==> src/rtl/tag_page_ptr.sv <==
module tag_page_ptr #(
  parameter int BLK_W         = 3,
  parameter int PAGE_W        = 4,
  parameter int NUM_PAGES     = 12,
  parameter int CNT_W         = 8,
  parameter int LOCK_POS_PAGE = 121,
  parameter int LOCK_POS_WORD = 25,
  parameter int ID_PAGE       = 1
) (
  input  logic                    clk,
  input  logic                    rst_n,
  input  logic                    frame_start,
  input  logic [2:0]              cmd_op,
  input  logic [PAGE_W-1:0]       page_field,
  input  logic [BLK_W-1:0]        blk_field,
  input  logic                    bit_valid,
  input  logic                    bit_data,
  input  logic                    cmd_done,
  output logic [BLK_W+PAGE_W-1:0] page_addr,
  output logic                    id_space,
  output logic                    wr_en,
  output logic                    lock_bit
);
  localparam int AW = BLK_W + PAGE_W;
  localparam logic [2:0] OP_RD = 3'd1;
  localparam logic [2:0] OP_WP = 3'd2;
  localparam logic [2:0] OP_W3 = 3'd3;
  localparam logic [2:0] OP_ID = 3'd4;
  localparam logic [2:0] OP_BL = 3'd5;
  localparam logic [CNT_W-1:0] CNT_MAX = {CNT_W{1'b1}};
  localparam logic [CNT_W-1:0] TAP_PG  = CNT_W'(LOCK_POS_PAGE - 1);
  localparam logic [CNT_W-1:0] TAP_W3  = CNT_W'(LOCK_POS_WORD - 1);
  localparam logic [PAGE_W:0]  PG_LIM  = (PAGE_W+1)'(NUM_PAGES);
  localparam logic [AW-1:0]    ID_ADDR = AW'(ID_PAGE);

  logic [BLK_W-1:0]  blk_q;
  logic [PAGE_W-1:0] pg_q;
  logic              id_q, lock_q, wr_q;
  logic [2:0]        kind_q;
  logic [CNT_W-1:0]  cnt_q;

  wire is_write = (kind_q == OP_WP) || (kind_q == OP_W3);
  wire tap_hit  = bit_valid && !frame_start &&
                  (((kind_q == OP_WP) && (cnt_q == TAP_PG)) ||
                   ((kind_q == OP_W3) && (cnt_q == TAP_W3)));
  wire lock_nx  = tap_hit ? bit_data : lock_q;
  wire legal    = id_q || ({1'b0, pg_q} < PG_LIM);
  wire wr_nx    = cmd_done && is_write && legal && (!id_q || lock_nx);

  always_ff @(posedge clk or negedge rst_n) begin
    if (!rst_n) begin
      blk_q  <= '0;
      pg_q   <= '0;
      id_q   <= 1'b0;
      lock_q <= 1'b0;
      wr_q   <= 1'b0;
      kind_q <= '0;
      cnt_q  <= '0;
    end else begin
      lock_q <= lock_nx;
      wr_q   <= wr_nx;
      if (frame_start) begin
        kind_q <= cmd_op;
        cnt_q  <= '0;
        if (cmd_op == OP_RD || cmd_op == OP_WP) pg_q <= page_field;
        if (cmd_op == OP_ID) id_q <= 1'b1;
        if (cmd_op == OP_BL) begin
          blk_q <= blk_field;
          id_q  <= 1'b0;
        end
      end else begin
        if (bit_valid && cnt_q != CNT_MAX) cnt_q <= cnt_q + 1'b1;
        if (cmd_done) kind_q <= '0;
      end
    end
  end

  assign page_addr = id_q ? ID_ADDR : {blk_q, pg_q};
  assign id_space  = id_q;
  assign wr_en     = wr_q;
  assign lock_bit  = lock_q;


  wr_single_chk: assert property (@(posedge clk) disable iff (!rst_n)
    wr_en |=> !wr_en);

  wr_after_done_chk: assert property (@(posedge clk) disable iff (!rst_n)
    wr_en |-> $past(cmd_done));

  id_lock_gate_chk: assert property (@(posedge clk) disable iff (!rst_n)
    (wr_en && id_space) |-> lock_bit);

  page_legal_chk: assert property (@(posedge clk) disable iff (!rst_n)
    (wr_en && !id_space) |-> ({1'b0, page_addr[PAGE_W-1:0]} < PG_LIM));

  lock_source_chk: assert property (@(posedge clk) disable iff (!rst_n)
    !$stable(lock_bit) |-> ($past(bit_valid) && !$past(frame_start)));

  pl_load_chk: assert property (@(posedge clk) disable iff (!rst_n)
    (frame_start && (cmd_op == OP_RD || cmd_op == OP_WP)) |=> (pg_q == $past(page_field)));

  id_select_chk: assert property (@(posedge clk) disable iff (!rst_n)
    (frame_start && cmd_op == OP_ID) |=> (id_space && page_addr == ID_ADDR));
endmodule

==> config.mk <==
export PLATFORM = sky130hd
export DESIGN_NAME = tag_page_ptr
export DESIGN_NICKNAME = d
export VERILOG_FILES = /design/src/rtl/tag_page_ptr.sv
export SDC_FILE = /design/constraint.sdc
export NUM_CORES = 1
export LEC_CHECK = 0
export CAP_MARGIN = 20
export CORE_ASPECT_RATIO = 0.6
export CORE_MARGIN = 10
export CORE_UTILIZATION = 45
export DETAILED_ROUTE_END_ITERATION = 10
export DONT_BUFFER_PORTS = 1
export PLACE_DENSITY = 0.57
export SLEW_MARGIN = 20
export SYNTH_ARGS = -nofsm -noshare
export SYNTH_HDL_FRONTEND = slang
export SYNTH_SLANG_ARGS = --single-unit
export TNS_END_PERCENT = 30
==> constraint.sdc <==
create_clock -name clk -period 2.4 [get_ports clk]
set_clock_uncertainty 0.2 [all_clocks]
set_input_delay 0.24 -clock clk [delete_from_list [all_inputs] [get_ports clk]]
set_output_delay 0.24 -clock clk [all_outputs]
set_load 0.05 [all_outputs]
==> results of run 1 <==
[worst paths after layout]
check	cells past startpoint	end	slack (ns)	start
worst max register to register	4	cnt_q[0]	0.56	cnt_q[0]
worst min register to register	1	blk_q[0]	0.30	blk_q[0]
worst max-delay path	5	id_space	0.22	frame_start
max in group asynchronous	1	cnt_q[4]	1.03	rst_n
worst min-delay path	2	cnt_q[0]	0.02	frame_start
min in group asynchronous	1	cnt_q[3]	0.38	rst_n
[state kept, by name (all words and copies together), names as in the netlist]
signal / flops
cnt_q: 8
lock_bit: 1
blk_q: 3
wr_en: 1
pg_q: 4
kind_q: 3
id_space: 1
[logic make-up (layout without fill, tap and decap cells)]
kind of cell,count (synthesis),after routing
xor gates and xnor gates,1,1
muxes,12,12
adders and majority gates,2,2
and+or+nand+nor,47,47
DFF,21,21
AOI/OAI and AO/OA,18,18
buffers and inverters,8,32
[power breakdown]
part / internal (mW) / leakage [nW] / switching (mW)
logic: 0.110 / 0.326 / 0.172
clock network: 0.118 / 0.0228 / 0.109
registers: 0.391 / 0.272 / 0.0293
[per-layer routing]
| layer | global-route usage, % | part of all wire (%) | wire, µm | up-vias |
|---|---|---|---|---|
| met4 | 3.04 | 1.4 | 38 | 0 |
| met3 | 4.67 | 7.4 | 207 | 4 |
| met1 | 13.5 | 43 | 1210 | 453 |
| met2 | 17.8 | 48 | 1340 | 33 |
| li1 | - | - | - | 435 |
| met5 | 0 | 0 | 0 | - |
[layout make-up]
type	instances	area, µm²
tap	32	40.0
clock buffer	4	45.0
fill	198	1040
inverter	5	18.8
sequential	21	526
multi-input combinational	80	601
timing repair buffer	23	213
[per-stage QoR]
stage,hold slack (ns),utilization (%),setup slack (ns)
floorplan,-0.256,-,0.436
global placement,-0.255,49.7,0.619
detailed placement,-0.255,49.7,0.600
CTS,0.0136,58.0,0.292
global route,0.0249,58.0,0.194
finish,0.0184,58.0,0.222
[what timing repair did]
| action | 4_1_cts | 5_1_grt |
|---|---|---|
| hold endpoints to repair | 39 | 0 |
| hold buffers | 16 | 0 |
| gates resized for setup | 0 | 0 |
[layout by cell type, fill, tap and decap left out, types with 2 or more instances in the layout]
master         instances
dfrtp_1               21
nor2b_1                8
mux2i_1                2
and3_1                 2
ha_1                   2
a211oi_1               2
and3b_1                2
and2_1                 2
dlygate4sd3_1         16
nor3b_1                2
inv_1                  5
or2_2                  2
mux2_2                 9
nand2b_1               7
o21ai_0                5
nand2_1                6
o31ai_1                3
buf_4                  7
clkbuf_8               3
nor2_1                 3
a21oi_1                4
nand3_1                3
nand4_1                2
==> impl_results.md, run 1 <==
- Fraction of layout cells with a size suffix above 1: 20.3%
- Vias in the first global route: 871
- Synthesis-stage register bit count: 21
- Finished Layout Cells: 165
- Clk Latency, worst-skew pair: 0.26 ns
- Post-Syn Instances: 109
- CTS tree: built
- Largest family of logic cells by synthesized area: simple AND/OR/NAND/NOR gates
- H-tree levels: 1
- Worst Path Max Fanout: 13
- Drt pass-1 iters: 4
- Tcrit/Tclk final: 90.7%
- RSZ-0062 raised after global routing: false
- Worst vdd ir: 0.402 mV
- Final Hold Viols: 0
- CP max stage delay: 0.84 ns
- Synth area leader: dfrtp_1
- Post-Synth XOR/XNOR Area: 0.752%
- Largest net degree at the start of global routing: 22
- Largest cells by area after synthesis: dfrtp_1 (45%), mux2_2 (8.7%), nor2b_1 (4.3%), nand2b_1 (3.8%), ha_1 (2.1%)
- Simple-gate share of the synthesized area: 26.1%
- Final setup fails: 0
- Max-Cap Viols: 0
- CP max stage cell: dlygate4sd3_1
- Placed cells: 145
- Synth Warn #: 0
- Total wire length: 2800 µm
- First-pass GRT wire length: 4520 µm
- Die H: 59.4 µm
- CTS Buffer Depth: 2
- Post-synth EDFFs: 0
- Total grt overflow: 0
- Iteration-0 DRC Markers: 50
- Initial core utilization: 46.8%
- PwrDens: 644 mW/mm²
- Distinct cells, synth: 37
- Tot GR Track Use: 11.1%
- Crit path DAT: 2.12 ns
- Placer Congestion: 0.861
- Compound-gate portion of the synthesized area: 10.8%
- Most used cell, CP: dlygate4sd3_1
- Post-Syn Nets: 127
- I/O Pins: 26
- Fmax: 459 MHz
- CTS sink count: 21
- P_leak: 0.621 nW
- Top-area cell type share of the netlist area: 45.1%
- Final worst path period need: 2.18 ns
- Critical path buffers and inverters: 2
- Cts bufs inserted: 3
- Via Count: 925
- Seq/Total Area, Yosys: 45.1%
- Most frequently used flop master after synthesis: dfrtp_1
- Via/cell ratio: 5.61
- Clock transition at path regs: 0.07 ns
- DRC violations left: 0
- NumNets Final: 152
- Tot Pwr: 929 µW
- Hold Crit Class: input port to flip-flop
- # diodes: 0
- Antenna-violating nets left: 0
- Outcome: finished, final reports clean
- # port buffers: 0
- Post-route cell area: 0.00144 mm²
- Slew HR: 35.5%
- HPWL after DPL: 1880 µm
- Crit end category: flip-flop
- Crit-path cells: dlygate4sd3_1 > nand2_1 > o21ai_0 > o31ai_1 > dlygate4sd3_1
- Synth-to-layout area growth: 23.8%
- Initial antenna violation count: 0
- Asr flop ratio synth: 100%
- Mapped Area: 0.00116 mm²
- Crit-path leading delay family: buffers and inverters
- Root buf cell: clkbuf_8
- Setup_tns: 0 ns
- Die area: 0.00509 mm²
- Placement row count: 14
- CP startpoint kind: input port
- Worst-Margin Slew: 0.965 ns
- Die width: 85.7 µm
- Placed Instance Area: 0.00124 mm²
- Mux contribution to synthesized area: 11.7%
- Postcts setup bufs: 0
- WP data required: 2.34 ns
- Synth top cells by count: dfrtp_1 (21), mux2_2 (9), nor2b_1 (8)
- Wire per inst: 16.9 µm
- Most frequent cell after synthesis: dfrtp_1
- Fin. max-slew vios: 0
- Core ar.: 0.00249 mm²
- Synth Area per Inst: 10.7 µm²
- Kind of critical path: input port to flip-flop
- Post-Synth Adder-Cell Area: 2.15%
(Power assumes the default switching activity.)
==> run 2, diff against run 1 <==
ABC_AREA = 1   (was not set)
==> run 2 against run 1 <==
Against the previous run: worst hold slack lost 0.0024 ns; synthesized cell count grew 26%; critical path depth shrank 4; die area shrank 3.0%; clock power is essentially flat.
==> impl_results.md, run 2 <==
- Top-area cell type share of the netlist area: 47.1%
- CTS tree: built
- Finished Layout Cells: 192
- Synth area leader: dfrtp_1
- Wire per inst: 13.7 µm
- Placed cells: 172
- Die area: 0.00494 mm²
- Fin. max-slew vios: 0
- Placed Instance Area: 0.00119 mm²
- Slew HR: 36.6%
- Kind of critical path: flip-flop to primary output
- Synth Warn #: 0
- Worst Path Max Fanout: 10
- Total grt overflow: 0
- Crit-path leading delay family: flip-flops
- WP data required: 1.96 ns
- Crit path DAT: 1.51 ns
- Die width: 84.3 µm
- Cts bufs inserted: 3
- Final Hold Viols: 0
- Fraction of layout cells with a size suffix above 1: 15.4%
- Tcrit/Tclk final: 81.3%
- CTS-repair resized insts: 0
- Worst r2r path cells: 10
- Drt pass-1 iters: 4
- Synthesis-stage register bit count: 21
- Iteration-0 DRC Markers: 54
- Hold wc startpoint: cmd_done
- Initial core utilization: 49.4%
- Worst-Margin Slew: 0.947 ns
- Total wire length: 2630 µm
- Crit-path cells: or2_2
- Synth Area per Inst: 8.15 µm²
- Highest layer used for signal routing: met4
- Switching share of power: 33.5%
- Critical R2R Capture: wr_en
- Reg with most FFs: cnt_q
- Tot Pwr: 857 µW
- Clk Latency, worst-skew pair: 0.26 ns
- Largest net degree at the start of global routing: 22
- Synth-to-layout area growth: 25.4%
- First-pass GRT wire length: 4460 µm
- Clock network fraction of design power: 26.6%
- Post-Syn Instances: 137
- Reg2reg setup slack: 0.78 ns
- Met2 WL: 1110 µm
- Layout fillers: 202
- Root buf cell: clkbuf_8
- Max-Cap Viols: 0
- DRC violations left: 0
- H-tree levels: 1
- Worst R2R Start: cnt_q[0]
- Antenna-violating nets left: 0
- Largest registers: cnt_q x8, pg_q x4
- RSZ-0062 raised after global routing: false
- CP max stage delay: 0.84 ns
- Seq/Total Area, Yosys: 47.1%
- Hold Path End: kind_q[2]
- Die H: 58.6 µm
- Largest register FFs: 8
- Final worst path period need: 1.95 ns
- Synth top cells by count: inv_1 (22), nand2_1 (22), dfrtp_1 (21)
- Placement row count: 13
- Commonest non-fill, non-tap cells in the layout: inv_1 (22), nand2_1 (22), dfrtp_1 (21)
- Clock transition at path regs: 0.08 ns
- Met1 WL: 1300 µm
- Placer Congestion: 0.769
- # port buffers: 0
- Outcome: finished, final reports clean
- Via/cell ratio: 4.92
- Distinct cells, synth: 26
- Sw power: 287 µW
- Worst vdd ir: 0.372 mV
- NumNets Final: 181
- Post-synth EDFFs: 0
- Seq pwr share: 49.2%
- Initial antenna violation count: 0
- CTS sink count: 21
- PwrDens: 612 mW/mm²
- Vias in the first global route: 931
- WHS: 0.0160 ns
- Post-Syn Nets: 155
- Final setup fails: 0
- Core ar.: 0.00226 mm²
- CP startpoint kind: flip-flop
- Hold Path Depth: 2
- Via Count: 944
- I/O Pins: 26
- CTS Buffer Depth: 2
- HPWL after DPL: 1980 µm
- Tot GR Track Use: 10.9%
- Asr flop ratio synth: 100%
- Largest cells by area after synthesis: dfrtp_1 (47%), inv_1 (7.4%), nand2_1 (7.4%), nor2_1 (6.1%), nand3_1 (4.9%)
- Fmax: 513 MHz
- Hold Crit Class: input port to flip-flop
- CP max stage cell: dfrtp_1
- Most frequently used flop master after synthesis: dfrtp_1
- Setup_tns: 0 ns
- Post-route cell area: 0.00140 mm²
- Critical path buffers and inverters: 0
- Logic pwr share: 24.2%
- P_leak: 0.674 nW
- Cell-internal power: 571 µW
- # diodes: 0
- Mapped Area: 0.00112 mm²
- Crit end category: primary output
- Met3 wire length: 210 µm
==> run 2: cell count changes after synthesis, sizes merged, moves of 3 or more <==
cell / change
inv: +19
nand2: +19
nor2: +16
mux2: -10
nand3: +9
nor2b: -8
o21ai: +8
nand2b: -7
xor2: +4
nor3b: -3
o31ai: -3
==> run 2: final cells by class <==
cell class | count | area, µm² | area share, %
sequential | 21 | 526 | 37.5
tap | 30 | 37.5 | 2.68
inverter | 25 | 101 | 7.24
timing repair buffer | 22 | 205 | 14.7
multi-input combinational | 90 | 484 | 34.6
clock inverter | 1 | 5.00 | 0.357
clock buffer | 3 | 41.3 | 2.95
==> run 2: how the worst max path moves through the flow <==
stage	startpoint	end	cells after the start
global placement	id_space	page_addr[0]	1
detailed placement	id_space	page_addr[0]	1
finish	id_space	page_addr[0]	1
CTS	id_space	page_addr[0]	1
floorplan	id_space	wr_en	5
global route	id_space	page_addr[0]	1
==> run 2: routing by layer <==
metal  track usage [%]  vias to the layer above
met3              4.40                        4
met1              15.5                      430
met4              1.43                        0
met5                 0                        -
li1                  -                      485
met2              15.2                       25
==> run 2: repair_timing <==
action / in CTS / in global routing
hold buffers: 16 / 0
buffers inserted: 0 / 0
hold endpoints to repair: 38 / 0
setup endpoints to repair: 0 / 0
==> run 2: stage by stage <==
| step | utilization, % | worst slack, ns |
|---|---|---|
| 2_1_floorplan | - | 0.354 |
| 3_3_place_gp | 52.8 | 0.744 |
| 3_5_place_dp | 52.8 | 0.725 |
| 4_1_cts | 61.9 | 0.427 |
| 5_1_grt | 61.9 | 0.385 |
| 6_report | 61.9 | 0.449 |
==> run 2: kinds of logic after synthesis <==
logic type / share of synthesized area [%]
AO/OA/AOI/OAI: 11.9
XOR/XNOR: 3.14
adder cells (fa/ha/maj): 2.24
buffers and inverters: 9.53
flip-flops: 47.1
AND/OR/NAND/NOR: 26.1
==> run 2: power groups by stage <==
| stage | Combinational, mW | Clock (mW) | Sequential (mW) |
|---|---|---|---|
| 3_5_place_dp | 0.179 | 0 | 0.430 |
| 2_1_floorplan | 0.144 | 0 | 0.418 |
| 5_1_grt | 0.228 | 0.254 | 0.427 |
| 6_report | 0.208 | 0.228 | 0.422 |
| 4_1_cts | 0.211 | 0.238 | 0.423 |
| 3_3_place_gp | 0.176 | 0 | 0.428 |
==> run 3, diff against run 2 <==
PLACE_DENSITY = 0.59   (was 0.57)
clock period = 1.75 ns   (was 2.4 ns; I/O delays follow)
==> run 3 against run 2 <==
Against the previous run: combinational power grew 61%; the run now ends with hold timing left; register-to-register slack got worse by 0.67 ns; critical endpoint is now kind_q[0]; critical path depth increased by 3; largest cell class unchanged.
==> impl_results.md, run 3 (same netlist as run 2, synthesis figures left out) <==
- Outcome: finished, violations left
- Failing checks: hold timing
- Switching share of power: 33.9%
- Total wire length: 2970 µm
- H-tree levels: 1
- Slew HR: 36.3%
- WP data required: 1.76 ns
- Initial core utilization: 49.4%
- CTS tree: built
- Antenna-violating nets left: 0
- Final setup fails: 0
- Core ar.: 0.00226 mm²
- Max-Cap Viols: 0
- Worst-Margin Slew: 0.953 ns
- Sw power: 414 µW
- Via Count: 1007
- Die H: 58.6 µm
- Area of all sequential standard cells: 526 µm²
- Kind of critical path: input port to flip-flop
- Crit-path cells: dlygate4sd3_1 > or2_2 > o22ai_2 > dlygate4sd3_1
- Postcts setup bufs: 0
- Worst Path Max Fanout: 3
- Area of the multi-input gates: 493 µm²
- Vias in the first global route: 1041
- Wire per inst: 14.4 µm
- Placer Congestion: 0.839
- Root buf cell: clkbuf_8
- Worst setup margin: 0.0393 ns
- Fmax: 585 MHz
- Placed Instance Area: 0.00121 mm²
- CP max stage cell: dlygate4sd3_1
- CTS sink count: 21
- I/O Pins: 26
- DRC violations left: 0
- Crit-path leading delay family: buffers and inverters
- # port buffers: 0
- Placed cells: 174
- Reg2reg setup slack: 0.11 ns
- Tot Pwr: 1.22 mW
- P_leak: 0.736 nW
- Layout fillers: 186
- Largest registers: cnt_q x8, pg_q x4
- Worst R2R Start: id_space
- Critical R2R Capture: id_space
- Synth-to-layout area growth: 38.3%
- RSZ-0062 raised after global routing: false
- Crit end category: flip-flop
- Hold Path Depth: 3
- Final Hold Viols: 4
- Hold wc startpoint: frame_start
- Finished Layout Cells: 206
- Crit path DAT: 1.72 ns
- HPWL after DPL: 2010 µm
- First-pass GRT wire length: 4940 µm
- Largest net degree at the start of global routing: 22
- NumNets Final: 195
- Largest register FFs: 8
- DP Worst Slack: 0.208 ns
- CTS Buffer Depth: 2
- Worst vdd ir: 0.573 mV
- Clock transition at path regs: 0.08 ns
- Iteration-0 DRC Markers: 46
- Hold Crit Class: input port to flip-flop
- # diodes: 0
- Most common cell after layout, fill and taps aside: dlygate4sd3_1
- Crit path launch: cmd_done
- Die area: 0.00494 mm²
- Clock network fraction of design power: 26.4%
- Logic pwr share: 27.3%
- Clk Latency, worst-skew pair: 0.27 ns
- Critical path buffers and inverters: 2
- Most used cell, CP: dlygate4sd3_1
- Via/cell ratio: 4.89
- WHS: -0.126 ns
- Drt pass-1 iters: 4
- Cell-internal power: 807 µW
- Cts bufs inserted: 3
- Tcrit/Tclk final: 97.8%
- Total grt overflow: 0
- CP max stage delay: 0.57 ns
- Fraction of layout cells with a size suffix above 1: 16.5%
- Placement row count: 13
- Die width: 84.3 µm
- Initial antenna violation count: 0
- CP startpoint kind: input port
- PwrDens: 791 mW/mm²
- Worst r2r path cells: 3
- Seq pwr share: 46.3%
- Reg with most FFs: cnt_q
- Final worst path period need: 1.71 ns
- Fin. max-slew vios: 0
- Post-route cell area: 0.00154 mm²
- Tot GR Track Use: 12.3%
- Hold Path End: cnt_q[4]
- Commonest non-fill, non-tap cells in the layout: dlygate4sd3_1 (28), inv_1 (22), nand2_1 (22)
run 3: changes by cell type in the layout (fill, tap and decap cells not counted):
cell,before,now
o22ai_2,0,1
buf_4,6,8
nor2_1,18,17
dlygate4sd3_1,16,28
o22ai_1,2,1
nor2_2,0,1
run 3: worst max-delay path by stage:
| stage | end | slack (ns) | cells after the start |
|---|---|---|---|
| 2_1_floorplan | page_addr[1] | -0.09 | 2 |
| 3_3_place_gp | wr_en | 0.25 | 10 |
| 6_report | kind_q[0] | 0.04 | 4 |
| 3_5_place_dp | wr_en | 0.21 | 10 |
| 5_1_grt | kind_q[0] | 0.006 | 4 |
| 4_1_cts | kind_q[1] | 0.04 | 4 |
run 3: tightest hold or removal path, delay by kind of cell:
kind,cells,cell delay [ns]
and+or+nand+nor,3,0.14
run 3: final cells by class:
cell class	instances	area share (%)
repair buffers	36	22.0
multi-input cells	90	31.9
flip-flops and latches	21	34.0
clock inverters	1	0.324
clock buffers	3	2.67
well taps	30	2.43
inverters	25	6.56
run 3: power groups by stage:
stage | Clock [mW] | Combinational [mW] | Sequential (mW)
3_5_place_dp | 0 | 0.270 | 0.575
4_1_cts | 0.327 | 0.332 | 0.565
5_1_grt | 0.351 | 0.364 | 0.571
6_report | 0.323 | 0.334 | 0.565
2_1_floorplan | 0 | 0.200 | 0.573
3_3_place_gp | 0 | 0.264 | 0.573
run 3: stage by stage:
stage	util, %	setup TNS [ns]
6_report	68.3	0
5_1_grt	68.3	0
4_1_cts	68.0	0
3_5_place_dp	53.6	0
3_3_place_gp	53.6	0
2_1_floorplan	-	-0.486
run 3: metal layers:
layer	up-vias	global-route usage (%)	share of wire, %
li1	516	-	-
met1	466	15.1	46
met2	21	19.0	46
met3	4	5.22	6.8
met4	0	4.28	1.0
met5	-	0	0
run 3: timing repair:
| item | in CTS | in global routing |
|---|---|---|
| hold endpoints to repair | 42 | 4 |
| resized for setup | 0 | 1 |
| setup endpoints to repair | 0 | 2 |
| hold buffers | 28 | 1 |
